### src/rtl/irq_combiner_pkg.sv
package irq_combiner_pkg;
    localparam int WORD_W    = 32;
    localparam int GRP_SIZE  = 8;
    localparam int GRP_PER_W = WORD_W / GRP_SIZE;

    typedef enum logic [1:0] {
        REG_EN_SET  = 2'd0,
        REG_EN_CLR  = 2'd1,
        REG_EN_VIEW = 2'd2,
        REG_STATUS  = 2'd3
    } reg_sel_e;

    typedef struct packed {
        logic [WORD_W-1:0] set_mask;
        logic [WORD_W-1:0] clr_mask;
    } en_update_t;

    function automatic logic [WORD_W-1:0] apply_update(
        input logic [WORD_W-1:0] cur,
        input en_update_t        upd
    );
        return (cur | upd.set_mask) & ~upd.clr_mask;
    endfunction
endpackage

### src/rtl/irq_enable_bank.sv
module irq_enable_bank
    import irq_combiner_pkg::*;
#(
    parameter int NUM_WORDS = 2
) (
    input  logic                              clk,
    input  logic                              rst,
    input  en_update_t [NUM_WORDS-1:0]        upd,
    output logic [NUM_WORDS-1:0][WORD_W-1:0]  en_q
);
    for (genvar w = 0; w < NUM_WORDS; w++) begin : g_word
        always_ff @(posedge clk) begin
            if (rst) en_q[w] <= '0;
            else     en_q[w] <= apply_update(en_q[w], upd[w]);
        end
    end
endmodule

### src/rtl/irq_group_or.sv
module irq_group_or
    import irq_combiner_pkg::*;
#(
    parameter int NUM_GRP = 8
) (
    input  logic [NUM_GRP*GRP_SIZE-1:0] status,
    output logic [NUM_GRP-1:0]          grp_irq
);
    for (genvar g = 0; g < NUM_GRP; g++) begin : g_grp
        assign grp_irq[g] = |status[g*GRP_SIZE +: GRP_SIZE];
    end
endmodule

### src/rtl/irq_reg_port.sv
module irq_reg_port
    import irq_combiner_pkg::*;
#(
    parameter int NUM_WORDS = 2,
    parameter int ADDR_W    = 8
) (
    input  logic                              clk,
    input  logic                              rst,
    input  logic                              reg_wr,
    input  logic                              reg_rd,
    input  logic [ADDR_W-1:0]                 reg_addr,
    input  logic [WORD_W-1:0]                 reg_wdata,
    input  logic [NUM_WORDS-1:0][WORD_W-1:0]  en_q,
    input  logic [NUM_WORDS-1:0][WORD_W-1:0]  status,
    output en_update_t [NUM_WORDS-1:0]        upd,
    output logic [WORD_W-1:0]                 reg_rdata
);
    localparam int WIDX_W = ADDR_W - 4;

    reg_sel_e            sel;
    logic [WIDX_W-1:0]   widx;
    logic [WORD_W-1:0]   rd_next;

    assign sel  = reg_sel_e'(reg_addr[3:2]);
    assign widx = reg_addr[ADDR_W-1:4];

    always_comb begin
        for (int w = 0; w < NUM_WORDS; w++) begin
            upd[w].set_mask = '0;
            upd[w].clr_mask = '0;
            if (reg_wr && (32'(widx) == w)) begin
                if (sel == REG_EN_SET) upd[w].set_mask = reg_wdata;
                if (sel == REG_EN_CLR) upd[w].clr_mask = reg_wdata;
            end
        end
    end

    always_comb begin
        rd_next = '0;
        for (int w = 0; w < NUM_WORDS; w++) begin
            if (32'(widx) == w) begin
                case (sel)
                    REG_EN_VIEW: rd_next = en_q[w];
                    REG_STATUS:  rd_next = status[w];
                    default:     rd_next = '0;
                endcase
            end
        end
    end

    always_ff @(posedge clk) begin
        if (rst)         reg_rdata <= '0;
        else if (reg_rd) reg_rdata <= rd_next;
    end
endmodule

### src/rtl/irq_combiner_top.sv
module irq_combiner_top
    import irq_combiner_pkg::*;
#(
    parameter int NUM_GRP = 8,
    parameter int ADDR_W  = 8,
    localparam int NUM_SRC = NUM_GRP * GRP_SIZE
) (
    input  logic               clk,
    input  logic               rst,
    input  logic [NUM_SRC-1:0] src_irq,
    input  logic               reg_wr,
    input  logic               reg_rd,
    input  logic [ADDR_W-1:0]  reg_addr,
    input  logic [31:0]        reg_wdata,
    output logic [31:0]        reg_rdata,
    output logic [NUM_GRP-1:0] grp_irq
);
    localparam int NUM_WORDS = (NUM_GRP + GRP_PER_W - 1) / GRP_PER_W;
    localparam int PAD_W     = NUM_WORDS * WORD_W;

    en_update_t [NUM_WORDS-1:0]        upd;
    logic [NUM_WORDS-1:0][WORD_W-1:0]  en_q;
    logic [NUM_WORDS-1:0][WORD_W-1:0]  status;
    logic [PAD_W-1:0]                  src_pad;

    assign src_pad = PAD_W'(src_irq);
    assign status  = en_q & src_pad;

    irq_enable_bank #(.NUM_WORDS(NUM_WORDS)) u_bank (
        .clk (clk),
        .rst (rst),
        .upd (upd),
        .en_q(en_q)
    );

    irq_reg_port #(.NUM_WORDS(NUM_WORDS), .ADDR_W(ADDR_W)) u_port (
        .clk      (clk),
        .rst      (rst),
        .reg_wr   (reg_wr),
        .reg_rd   (reg_rd),
        .reg_addr (reg_addr),
        .reg_wdata(reg_wdata),
        .en_q     (en_q),
        .status   (status),
        .upd      (upd),
        .reg_rdata(reg_rdata)
    );

    irq_group_or #(.NUM_GRP(NUM_GRP)) u_or (
        .status (status[NUM_SRC-1:0]),
        .grp_irq(grp_irq)
    );
endmodule

### config.mk
export PLATFORM = sky130hd
export DESIGN_NAME = irq_combiner_top
export DESIGN_NICKNAME = d
export VERILOG_FILES = /design/src/rtl/irq_combiner_pkg.sv /design/src/rtl/irq_enable_bank.sv /design/src/rtl/irq_group_or.sv /design/src/rtl/irq_reg_port.sv /design/src/rtl/irq_combiner_top.sv
export SDC_FILE = /design/constraint.sdc
export NUM_CORES = 1
export LEC_CHECK = 0
export CORE_MARGIN = 2
export CORE_UTILIZATION = 51
export CTS_BUF_LIST = sky130_fd_sc_hd__clkbuf_4
export DETAILED_ROUTE_END_ITERATION = 10
export PLACE_DENSITY = 0.95
export SYNTH_ARGS = -nofsm -noshare
export SYNTH_HDL_FRONTEND = slang
export SYNTH_SLANG_ARGS = --single-unit
### constraint.sdc
create_clock -name clk -period 2.5 [get_ports clk]
set_input_delay 0.5 -clock clk [delete_from_list [all_inputs] [get_ports clk]]
set_output_delay 0.5 -clock clk [all_outputs]
set_load 0.05 [all_outputs]
Word level (Yosys, flattened, before mapping)
Cells that the tools add are included.
{ "classes": {"n_reduce_logical": 12, "muxes": 8, "n_eq_ne": 4, "n_bitwise": 7} }
{ "op_table": {"columns": ["cell", "n"], "rows": [
  ["32-bit 2-to-1 mux", 4],
  ["64-bit 2-to-1 mux", 2],
  ["32-bit case mux with 2 select lines", 2],
  ["32-bit AND", 2],
  ["64-bit AND", 1],
  ["32-bit inverter", 2],
  ["32-bit OR", 2],
  ["8-bit OR reduction", 8],
  ["2-bit == test (second input constant)", 2],
  ["4-bit by 1-bit == test with 1-bit output (second input constant)", 1],
  ["4-bit zero test", 1],
  ["2-bit by 1-bit == test with 1-bit output (second input constant)", 1],
  ["1-bit logical AND", 2],
  ["2-bit zero test", 1]
]} }
{ "totals": {"elab_cells": 34, "register_bits": 96} }

Longest topological paths before layout
{ "logic_depth": {"depth_word": 5, "depth_mapped": 7} }

Modules after synthesis
A second synthesis with hierarchy kept.
{ "unflattened": {"hier_cells": 691, "area_unflattened_um2": 6206.0} }
{ "modules_own_cells": {"columns": ["mod", "seq_area_each_um2", "cells_per_inst", "n_inst", "area_per_inst_um2"], "rows": [
  ["irq_reg_port", 640.6, 404, 1, 3364.5],
  ["irq_enable_bank", 1281.2, 199, 1, 2311.0],
  ["irq_combiner_top", 0.0, 64, 1, 400.4],
  ["irq_group_or", 0.0, 24, 1, 130.1]
]} }

Worst setup path before layout
Ideal clock, no wire load.
{ "synth_path": {"path_kind": "input port to flip-flop", "startpoint": "input reg_wr", "endpoint": "register u_bank.en_q[36] in the netlist's numbering", "stages": 7, "n_path_buf": 3, "slack_ns": 0.845, "arrival_ns": 1.523, "cell_sequence": "nor2b_1 -> clkbuf_2 -> clkbuf_1 -> clkbuf_1 -> nand3_1 -> nor2_1 -> nor3_1"} }
{ "synth_between": {"elab_chain_len": 4, "word_cells_on_any_way": 5, "cone_classes": "mux (1); bitwise (3); reduce/logical (1)"} }
{ "synth_lines": {"columns": ["item", "line_no", "text"], "rows": [
  ["from (decl)", "irq_combiner_top.sv:11", "input logic reg_wr,"],
  ["1-bit logical AND *", "irq_reg_port.sv:31", "if (reg_wr && (32'(widx) == w)) begin"],
  ["64-bit 2-to-1 mux *", "irq_reg_port.sv:31", null],
  ["32-bit OR or 32-bit inverter (tied branches)", "irq_combiner_pkg.sv:22", "return (cur | upd.set_mask) & ~upd.clr_mask;"],
  ["32-bit AND *", "irq_combiner_pkg.sv:22", null],
  ["to (signal, indexed assignment)", "irq_enable_bank.sv:14", "else en_q[w] <= apply_update(en_q[w], upd[w]);"],
  ["to (decl)", "irq_enable_bank.sv:9", "output logic [NUM_WORDS-1:0][WORD_W-1:0] en_q"]
]} }
Mark *: on every way between the ends. The rest lies on a longest branch, timed or not.
A chain may end at the register's enable or synchronous reset.

Worst setup path in the final report
{ "layout_path": {"startpoint": "input src_irq[26]", "endpoint": "output grp_irq[3]"} }
{ "layout_between": {"elab_chain_len": 2} }
{ "layout_lines": {"columns": ["item", "line_no", "text"], "rows": [
  ["from (decl)", "irq_combiner_top.sv:10", "input logic [NUM_SRC-1:0] src_irq,"],
  ["64-bit AND", "irq_combiner_top.sv:27", "assign status = en_q & src_pad;"],
  ["8-bit OR reduction", "irq_group_or.sv:10", "assign grp_irq[g] = |status[g*GRP_SIZE +: GRP_SIZE];"],
  ["to (decl)", "irq_combiner_top.sv:16", "output logic [NUM_GRP-1:0] grp_irq"]
]} }
No other way between the ends.

==> summary.md <==
| Metric | Value |
|---|---|
| Num CTS Buffers | `9` |
| Final Cycle Share | `0.871` |
| Place WS | `0.324 ns` |
| Syn_nets | `660` |
| Synth warn | `0` |
| Final Cell Area | `6280 µm²` |
| Final cell count without fillers | `779` |
| Worst-path fanout max | `2` |
| Area of the core | `8680 µm²` |
| DIE AREA | `9670 µm²` |
| Count of TritonRoute iterations in the first routing pass | `5` |
| Starting density of the core | `0.523` |
| Power per cell area | `428 nW/µm²` |
| Tot GR Track Use | `0.300` |
| Outcome | `finished clean` |
| Total number of vias | `5158` |
| Gate Count Post-Synth | `552` |
| Max Cap Viol | `0` |
| Cells after DPL | `763` |
| Yosys top cell area share | `0.423` |
| Min-delay worst type | `in2reg` |
| Final hold violation count | `0` |
| Seq/Total Area, Yosys | `0.423` |
| Crit-path slowest cell | `clkdlybuf4s50_1` |
| Initial antenna violation count | `0` |
| Fmax | `459 MHz` |
| Vias per cell | `6.62` |
| Layout overhead on the synthesized area | `38.3%` |
| Post-CTS Repair Setup Buffers | `0` |
| Area of the multi-input gates | `2420 µm²` |
| Placer Congestion | `0.915` |
| CP Capture Type | `primary output` |
| Overall routed net length | `14900 µm` |
| Min Tclk post-route | `2.18 ns` |
| Cell taking the most area after synthesis | `dfxtp_1` |
| Ant diodes | `0` |
| Die height | `98.4 µm` |
| Avg WL per Cell | `19.2 µm` |
| Fill cells | `651` |
| Largest net degree at the start of global routing | `110` |
| Post-Syn Area | `4540 µm²` |
| Hold_buf cts | `0` |
| H-Tree Depth | `3` |
| CTS tree | `built` |
| PostCTS Resize Cnt | `0` |
| Maximum vdd ir drop | `0.000240 V` |
| Worst slew margin relative to its limit | `0.594` |
| Number of global-route vias before repair | `4931` |
| Leak Pwr | `2.20 nW` |
| DP HPWL | `10400 µm` |
| Setup tns final | `0 ns` |
| Area contributors post-synth | `dfxtp_1 42%, o21ai_0 7.3%, mux2i_1 6.8%, nand3_1 6.8%, a22o_1 6.2%` |
| Synth cell types | `21` |
| Syn_area_per_cell | `8.23 µm²` |
| Number of DRC markers in iteration 0 | `401` |
| Share of layout cells above drive strength 1 | `0.0641` |
| Flops & latches, synth | `96` |
| CP max stage delay | `0.45 ns` |
| Final setup fails | `0` |
| RSZ-0062 raised after global routing | `false` |
| Setup CP Type | `in2out` |
| Data arrival, critical path | `1.68 ns` |
| Clk root buf | `clkbuf_4` |
| Slew @ Worst Pin | `0.609 ns` |
| Clock sinks | `96` |
| DR DRC count | `0` |
| Cell Rows | `34` |
| Clk_lat worst skew | `0.43 ns` |
| Post-DP Area | `6160 µm²` |
| I/O pin total | `148` |
| Clk buf depth | `2` |
| Antenna violation net count after detailed routing | `0` |
| Req. time, crit path | `2.00 ns` |
| Critical Path Source Type | `primary input` |
| Pins Over Slew Limit | `0` |
| PortBufs | `145` |
| Hold Worst Slack | `0.382 ns` |
| Global-route wire length before repair | `23800 µm` |
| Die X | `98.4 µm` |
| Nets@finish | `774` |
| Final WS setup | `0.323 ns` |
| Worst Skew | `0.0134 ns` |
| Crit path cell chain | `clkdlybuf4s50_1 > a22oi_1 > nand4_1 > buf_12` |
| Reg clk slew, reported paths | `0.15 ns` |
| FF/Latch Area | `1920 µm²` |
| Grt total ovfl | `0` |
worst paths after layout:
path | from | depth (start not counted) | slack, ns | endpoint
hold / removal | rst | 2 | 0.38 | u_bank.en_q[0]
setup reg to reg | u_bank.en_q[58] | 3 | 1.51 | u_port.reg_rdata[26]
hold reg to reg | u_port.reg_rdata[31] | 1 | 0.50 | u_port.reg_rdata[31]
setup / recovery | src_irq[26] | 4 | 0.32 | grp_irq[3]
stage by stage:
| step | utilization | power, mW |
|---|---|---|
| 3_3_place_gp | 0.710 | 1.95 |
| 2_1_floorplan | - | 1.70 |
| 5_1_grt | 0.723 | 2.79 |
| 6_report | 0.723 | 2.69 |
| 3_5_place_dp | 0.710 | 1.96 |
| 4_1_cts | 0.723 | 2.69 |
synth_stat cells:
cell type	number
dfxtp_1	96
o21ai_0	66
nor2_1	64
nand3_1	62
clkbuf_1	43
a22o_1	32
a22oi_1	32
nor3_1	32
o22ai_1	32
a31oi_1	31
mux2i_1	31
buf_2	10
nand4_1	10
nand2_1	3
a21oi_1	2
clkbuf_2	1
inv_1	1
nand2b_1	1
nor2b_1	1
nor4_2	1
nor4b_4	1
state kept, by name, summed over array words and instances (netlist names):
register and count:
u_bank.en_q 64, u_port.reg_rdata 32
cells in the final DEF, fill, tap and decap left out, types with 10 or more instances in the layout:
cell / instances
nor3_1: 32
o22ai_1: 32
nand4_1: 10
buf_12: 13
nand3_1: 62
a31oi_1: 31
nor2_1: 62
a22oi_1: 32
a22o_1: 32
o21ai_0: 66
dfxtp_1: 96
clkbuf_4: 10
clkdlybuf4s50_1: 136
mux2i_1: 31
critical path: cells and delay by family:
kind | cells | cell delay (ns)
AND/OR/NAND/NOR | 1 | 0.21
AO/OA/AOI/OAI | 1 | 0.31
buffers and inverters | 2 | 0.65
cell families after synthesis:
group,count (synthesis),share of synthesized area
AOI/OAI and AO/OA,195,0.276
and+or+nand+nor,175,0.184
DFF,96,0.423
buffers and inverters,55,0.0485
muxes,31,0.0683
layout make-up:
cell class,instances,share of cell area
flip-flops and latches,96,0.306
well taps,108,0.0215
clock inverters,6,0.00697
clock buffers,10,0.0120
repair buffers,157,0.267
multi-input cells,401,0.385
inverters,1,0.000598
power breakdown:
part	internal (mW)	total [mW]	switching, mW
Combinational	0.197	0.400	0.203
Clock	0.222	0.748	0.526
Sequential	1.54	1.54	0.00513
layer usage:
metal  wire length [µm]  share of wire  track usage  vias up
li1                   -              -            -     2320
met1               5930           0.40        0.376     2452
met2               7290           0.49        0.508      328
met3               1180          0.079       0.0429       58
met4                545          0.036        0.144        0
met5                  0              0            0        -
Note: power is estimated with default switching activity, not from simulation.
